### src/rtl/prbs_chk_pkg.sv
`timescale 1ns/1ps
package prbs_chk_pkg;

    // Longest recurrence distance among the supported sequences.
    localparam int HIST_LEN = 31;
    localparam int TAP_W    = 5;

    typedef enum logic [2:0] {
        PAT_OFF,
        PAT_7,
        PAT_9,
        PAT_15,
        PAT_23,
        PAT_31,
        PAT_13
    } pat_e;

    // Recurrence distances; t2/t3 only count when four is set.
    typedef struct packed {
        logic             en;
        logic             four;
        logic [TAP_W-1:0] t0;
        logic [TAP_W-1:0] t1;
        logic [TAP_W-1:0] t2;
        logic [TAP_W-1:0] t3;
    } tap_cfg_t;

    function automatic pat_e decode_sel(input logic [3:0] code);
        case (code)
            4'd1:    return PAT_7;
            4'd2:    return PAT_9;
            4'd3:    return PAT_15;
            4'd4:    return PAT_23;
            4'd5:    return PAT_31;
            4'd6:    return PAT_13;
            default: return PAT_OFF;
        endcase
    endfunction

    function automatic tap_cfg_t make_cfg(input logic en, input logic four,
                                          input int a, input int b,
                                          input int c, input int d);
        tap_cfg_t r;
        r.en   = en;
        r.four = four;
        r.t0   = TAP_W'(a);
        r.t1   = TAP_W'(b);
        r.t2   = TAP_W'(c);
        r.t3   = TAP_W'(d);
        return r;
    endfunction

    function automatic tap_cfg_t taps_of(input pat_e p);
        case (p)
            PAT_7:   return make_cfg(1'b1, 1'b0, 7, 6, 1, 1);
            PAT_9:   return make_cfg(1'b1, 1'b0, 9, 5, 1, 1);
            PAT_15:  return make_cfg(1'b1, 1'b0, 15, 14, 1, 1);
            PAT_23:  return make_cfg(1'b1, 1'b0, 23, 18, 1, 1);
            PAT_31:  return make_cfg(1'b1, 1'b0, 31, 28, 1, 1);
            PAT_13:  return make_cfg(1'b1, 1'b1, 13, 12, 2, 1);
            default: return make_cfg(1'b0, 1'b0, 1, 1, 1, 1);
        endcase
    endfunction

endpackage

### src/rtl/prbs_compare.sv
`timescale 1ns/1ps
module prbs_compare
    import prbs_chk_pkg::*;
#(
    parameter int W  = 32,
    parameter int PW = $clog2(W + 1)
) (
    input  logic [W-1:0]        data,
    input  logic [HIST_LEN-1:0] hist,
    input  tap_cfg_t            cfg,
    input  logic                check_en,
    output logic [W-1:0]        mis,
    output logic [PW-1:0]       mis_cnt
);
    localparam int XW = W + HIST_LEN;
    localparam int IW = $clog2(XW);

    logic [XW-1:0] ext;
    logic          pred;

    always_comb begin
        ext = {data, hist};
        for (int i = 0; i < W; i++) begin
            pred = ext[IW'(HIST_LEN + i - int'(cfg.t0))]
                 ^ ext[IW'(HIST_LEN + i - int'(cfg.t1))];
            if (cfg.four)
                pred = pred ^ ext[IW'(HIST_LEN + i - int'(cfg.t2))]
                            ^ ext[IW'(HIST_LEN + i - int'(cfg.t3))];
            mis[i] = check_en & (data[i] ^ pred);
        end
    end

    always_comb begin
        mis_cnt = '0;
        for (int i = 0; i < W; i++)
            mis_cnt = mis_cnt + PW'(mis[i]);
    end

endmodule

### config.mk
export PLATFORM = sky130hd
export DESIGN_NAME = prbs_compare
export DESIGN_NICKNAME = d
export VERILOG_FILES = /design/src/rtl/prbs_chk_pkg.sv /design/src/rtl/prbs_compare.sv
export SDC_FILE = /design/constraint.sdc
export NUM_CORES = 1
export LEC_CHECK = 0
export BUFFER_PORTS_ARGS = -buffer_cell sky130_fd_sc_hd__buf_2
export CAP_MARGIN = 20
export CORE_UTILIZATION = 45
export DETAILED_ROUTE_END_ITERATION = 6
export GPL_TIMING_DRIVEN = 0
export PLACE_DENSITY = 0.71
export SYNTH_ARGS = -nofsm -noshare
export SYNTH_HDL_FRONTEND = slang
export SYNTH_SLANG_ARGS = --single-unit
export TNS_END_PERCENT = 20
### constraint.sdc
create_clock -name vclk -period 7.6
set_clock_uncertainty 0.15 [all_clocks]
set_input_delay 0 -clock vclk [all_inputs]
set_output_delay 0 -clock vclk [all_outputs]
set_load 0.02 [all_outputs]
=== After elaboration in Yosys (flattened, before gate mapping) ===
Cells that the tools add are included.

* Bits in registers: 0
* Bits of input ports: 86
* Output and inout port bits: 38
* Logic and storage cells: 863

* $add $sub $neg: 159
* $lt $le $gt $ge: 128
* Multiplexer cells: 416
* Bitwise operators: 160

{| class="wikitable"
|+ Operators with widths
! operator !! count
|-
| 6-bit by 8-bit < comparator with 1-bit output (second input constant) || 128
|-
| 1-bit binary-select mux with 6-bit select || 128
|-
| 6-bit by 5-bit subtractor with 6-bit output (first input constant) || 124
|-
| 1-bit 2-to-1 mux || 288
|-
| 6-bit by 1-bit adder with 6-bit output || 26
|-
| 1-bit XOR || 128
|-
| 1-bit AND || 32
|-
| 5-bit by 5-bit subtractor with 6-bit output (first input constant) || 4
|-
| 5-bit by 1-bit adder with 6-bit output || 1
|-
| 4-bit by 1-bit adder with 5-bit output || 1
|-
| 3-bit by 1-bit adder with 4-bit output || 1
|-
| 2-bit by 1-bit adder with 3-bit output || 1
|-
| 1-bit by 1-bit adder with 2-bit output || 1
|}

=== Logic depth before layout (Yosys ltp) ===
* Depth after elaboration: 41
* Depth in mapped cells: 32
* Depth with buffers taken out: 27

=== Worst setup path before layout ===
Ideal clock, no wire load.

* Kind: input port to output port
* Start: input cfg[6] (netlist bit)
* End: output mis_cnt[4]
* Arrival: 8154 ps
* Setup slack: -704 ps
* Stages on the path: 31
* Buffers on the path: 6
* Cells stage by stage: buf_2 -> buf_1 -> buf_2 -> inv_1 -> ha_1 -> buf_2 -> buf_2 -> buf_2 -> mux4_2 -> o21ai_0 -> mux2i_1 -> mux4_2 -> xnor2_1 -> nor2_1 -> xnor2_1 -> nor2_1 -> fa_1 -> inv_1 -> fa_1 -> fa_1 -> fa_1 -> fa_1 -> inv_1 -> fa_1 -> ha_1 -> inv_1 -> fa_1 -> inv_1 -> a21o_1 -> a21oi_1 -> xnor2_1

* Longest elaborated chain between the ends: 40

{| class="wikitable"
|+ Ends and longest elaborated chain
! element !! RTL line !! text
|-
| start: declaration || prbs_compare.sv:10 || <nowiki>input tap_cfg_t cfg,</nowiki>
|-
| 6-bit by 5-bit subtractor with 6-bit output || prbs_compare.sv:27 || <nowiki>pred = pred ^ ext[IW'(HIST_LEN + i - int'(cfg.t2))]</nowiki>
|-
| 1-bit binary-select mux with 6-bit select || prbs_compare.sv:27 ||
|-
| 1-bit 2-to-1 mux (not written as such) (2 in a row) || prbs_compare.sv:27 ||
|-
| 1-bit XOR || prbs_compare.sv:27 ||
|-
| 1-bit XOR || prbs_compare.sv:28 || <nowiki>^ ext[IW'(HIST_LEN + i - int'(cfg.t3))];</nowiki>
|-
| 1-bit 2-to-1 mux || prbs_compare.sv:26 || <nowiki>if (cfg.four)</nowiki>
|-
| 1-bit XOR || prbs_compare.sv:29 || <nowiki>mis[i] = check_en & (data[i] ^ pred);</nowiki>
|-
| 1-bit AND || prbs_compare.sv:29 ||
|-
| net mis[1] || prbs_compare.sv:12 || <nowiki>output logic [W-1:0] mis,</nowiki>
|-
| 1-bit by 1-bit adder with 2-bit output || prbs_compare.sv:36 || <nowiki>mis_cnt = mis_cnt + PW'(mis[i]);</nowiki>
|-
| 2-bit by 1-bit adder with 3-bit output || prbs_compare.sv:36 ||
|-
| 3-bit by 1-bit adder with 4-bit output || prbs_compare.sv:36 ||
|-
| 4-bit by 1-bit adder with 5-bit output || prbs_compare.sv:36 ||
|-
| 5-bit by 1-bit adder with 6-bit output || prbs_compare.sv:36 ||
|-
| 6-bit by 1-bit adder with 6-bit output (26 in a row) || prbs_compare.sv:36 ||
|-
| end: declaration || prbs_compare.sv:13 || <nowiki>output logic [PW-1:0] mis_cnt</nowiki>
|}

The timed path passes the listed nets, and every way through them passes these cells. The select of a mux whose other input is x is not followed.

=== Worst setup path in the final report ===
* Start: input data[26]
* End: output mis_cnt[4]

* Longest elaborated chain between the ends: 40

{| class="wikitable"
|+ Ends and longest elaborated chain
! element !! RTL line !! text
|-
| start: declaration || prbs_compare.sv:8 || <nowiki>input logic [W-1:0] data,</nowiki>
|-
| 1-bit binary-select mux with 6-bit select (on tied branches) || prbs_compare.sv:24, prbs_compare.sv:25 ||
|-
| 1-bit 2-to-1 mux (on tied branches) (2 in a row) || prbs_compare.sv:24, prbs_compare.sv:25 ||
|-
| 1-bit XOR || prbs_compare.sv:25 || <nowiki>^ ext[IW'(HIST_LEN + i - int'(cfg.t1))];</nowiki>
|-
| 1-bit XOR || prbs_compare.sv:27 ||
|-
| 1-bit XOR || prbs_compare.sv:28 ||
|-
| 1-bit 2-to-1 mux || prbs_compare.sv:26 ||
|-
| 1-bit XOR || prbs_compare.sv:29 ||
|-
| 1-bit AND || prbs_compare.sv:29 ||
|-
| 1-bit by 1-bit adder with 2-bit output || prbs_compare.sv:36 ||
|-
| 2-bit by 1-bit adder with 3-bit output || prbs_compare.sv:36 ||
|-
| 3-bit by 1-bit adder with 4-bit output || prbs_compare.sv:36 ||
|-
| 4-bit by 1-bit adder with 5-bit output || prbs_compare.sv:36 ||
|-
| 5-bit by 1-bit adder with 6-bit output || prbs_compare.sv:36 ||
|-
| 6-bit by 1-bit adder with 6-bit output (25 in a row) || prbs_compare.sv:36 ||
|-
| 6-bit by 1-bit adder with 6-bit output (*) || prbs_compare.sv:36 ||
|}

Every way passes the cells marked *; elsewhere a longest branch is shown, timed or not. The select of a mux whose other input is x is not followed.

==> results.md <==
| Parameter | Reported | Unit |
|---|---|---|
| Area fraction in compound gates after synthesis | 0.0609 | - |
| Vias in the first global route | 22100 | - |
| Dpl cells | 2955 | - |
| Number of port buffers | 114 | - |
| Placeable Area | 49300 | um2 |
| Overall routed net length | 111000 | um |
| Final Wtd Congestion | 1.11 | - |
| Starting utilization of the core area | 0.459 | - |
| Remaining antenna violation count after routing | 0 | - |
| Non-Filler Instances | 2996 | - |
| Combinational family with the most area after synthesis | multiplexers | - |
| Portion of netlist area occupied by mux cells | 0.636 | - |
| Highest-count cells in the layout ignoring fill and taps | mux4_2 (398), mux2i_1 (391), nand2_1 (164) | - |
| Dominant cells by area after synthesis | mux4_2 (39%), mux2i_1 (18%), xnor2_1 (6.4%) | - |
| Setup crit end kind | primary output | - |
| Tightest Hold Check Type | in -> out | - |
| Gate count after technology mapping | 2176 | - |
| Final Cycle Share | 1.06 | - |
| Portion of the post-synthesis area used by sequential elements | 0 | - |
| Global-route wire length before repair | 155000 | um |
| Final layout net count | 2509 | - |
| RSZ-0062 raised after global routing | true | - |
| Pin slew with the least headroom to its limit | 1.35 | ns |
| Die boundary width | 226 | um |
| Result of the run | finished with violations | - |
| Total Routing Usage GR | 0.426 | - |
| First element of the critical path | data[26] | - |
| Post-synthesis cell type with the largest combined area | mux4_2 | - |
| Die height | 226 | um |
| Most common library cell in the layout ignoring fill and taps | mux4_2 | - |
| Number of failing setup endpoints in the final timing report | 5 | - |
| Met3 wire length | 18500 | um |
| Top cell type's share of synthesized area | 0.393 | - |
| Final routed wire length divided by cell count | 37.0 | um |
| Fraction of the mapped netlist area in adder cells | 0.0616 | - |
| Worst Min Path Start | check_en | - |
| Detail-routed via count per cell | 7.73 | - |
| # DRC | 2 | - |
| Tightest slew margin relative to the limit | 0.0987 | - |
| Max-cap viol count | 0 | - |
| Area of the die | 51200 | um2 |
| Pin count of the biggest net entering global routing | 19 | - |
| Mean Syn Cell Area | 10.4 | um2 |
| Met2 routed wirelength | 45400 | um |
| Detailed Routing Iterations Pass 1 | 7 | - |
| Final hold slack | 0.498 | ns |
| Layout-stage area growth over the synthesis result | 13.8 | % |
| Antenna violations before repair | 2 | - |
| Ratio of cells with drive above 1 in the final layout | 0.389 | - |
| Time the worst path needs with I/O delays and setup | 8.07 | ns |
| Flip-flop and latch count | 0 | - |
| Xor/xnor share of the synthesized area | 0.0920 | - |
| Achievable frequency | 124 | MHz |
| Violation count after the first detailed-routing iteration | 4147 | - |
| Uppermost layer routed | met5 | - |
| Required time of the critical path | 7.45 | ns |
| Clock tree buffer count of the final layout | 0 | - |
| Routed length on met1 | 38200 | um |
| Detailed placer's ending HPWL | 84200 | um |
| Failing checks | design-rule violations, negative setup slack | - |
| Via total after detailed routing | 23200 | - |
| Arrival time at the worst endpoint | 7.92 | ns |
| Warnings from Yosys | 0 | - |
| Sequential Area | 0 | um2 |
| Gr ovfl total | 0 | - |
| Largest fanout of any net on the critical path | 10 | - |
| Mapped Nets | 2359 | - |
| Smallest setup slack after layout | -0.470 | ns |
| Number of slew-limit violations in the final report | 0 | - |
| Kind of start point of the critical path | primary input | - |
| Top Ports | 124 | - |
| Final Hold Violating Endpoints | 0 | - |
| Mapped Area | 22600 | um2 |
| Setup CP Type | in -> out | - |
| Number of unique standard cell types used by synthesis | 78 | - |
| Count of standard-cell rows | 81 | - |
| Simple-Gate Fraction of Synth Area | 0.0899 | - |
## critical path: stages
cell and delay [ns]:
buf_2 0.18, clkbuf_1 0.77, clkbuf_2 0.63, mux2i_1 0.18, mux4_2 0.53, a2111oi_0 0.44
or3_1 0.28, xor2_1 0.49, nand2_1 0.13, xnor2_1 0.37, nand2_1 0.15, fa_1 0.60
fa_1 0.45, fa_1 0.51, fa_1 0.50, inv_1 0.05, fa_1 0.48, ha_2 0.19
inv_2 0.04, fa_2 0.36, inv_1 0.06, a21o_1 0.12, a21oi_2 0.07, xnor2_2 0.13
buf_4 0.16
## stage by stage
step | util | cell area, um2 | setup slack [ns] | setup TNS (ns)
floorplan | - | 22700 | 0.00977 | 0
global placement | 0.489 | 24100 | -2.02 | -10.59
detailed placement | 0.489 | 24100 | -1.62 | -7.99
CTS | 0.519 | 25600 | -0.144 | -0.339
global route | 0.523 | 25700 | -0.408 | -1.63
finish | 0.523 | 25800 | -0.470 | -1.84
## synth_stat cells, types with 9 or more instances
master and instances:
mux2i_1 406, mux4_2 395, xnor2_1 165, nand2_1 164, clkbuf_1 129, mux2_2 104, a21oi_1 80, nor2_1 75
ha_1 73, inv_1 60, buf_2 48, o21ai_0 37, nor3_1 33, xor2_1 33, buf_1 31, nor2b_1 29
fa_1 24, nand3_1 24, a21o_1 21, and2_1 21, buf_4 14, nand2b_1 14, and3_1 12, a211oi_1 11
nor3b_1 11, nor4_1 11, o22ai_1 11, inv_2 10, xnor2_2 10, mux4_1 9
## per-layer routing
layer,vias to the layer above,GRT usage
met3,591,0.197
met1,11400,0.522
li1,8820,-
met4,8,0.238
met5,-,0.0127
met2,2333,0.614
## what timing repair did
action / in CTS / in global routing
setup endpoints to repair: 6 / 5
gates resized for setup: 245 / 45
buffers inserted: 41 / 2
gates cloned: 2 / 0
hold buffers: 0 / 0
pin swaps: 32 / 9
## worst paths after layout
kind | endpoint | cells after the start
setup / recovery | mis_cnt[4] | 25
hold / removal | mis[29] | 4
## logic make-up (layout without fill, tap and decap cells)
logic type / count (synthesis) / count (layout)
mux: 915 / 915
simple gates: 425 / 425
buf+inv: 304 / 452
compound gates: 218 / 218
xor+xnor: 217 / 217
fa+ha+maj: 97 / 97
other cells: 0 / 8
## cell type report
| cell class | count | area, um2 |
|---|---|---|
| well taps | 664 | 831 |
| repair buffers | 161 | 1060 |
| multi-input cells | 1872 | 22100 |
| inverters | 72 | 295 |
| plain buffers | 219 | 1420 |
| fillers | 4432 | 23500 |
| diodes | 8 | 20.0 |
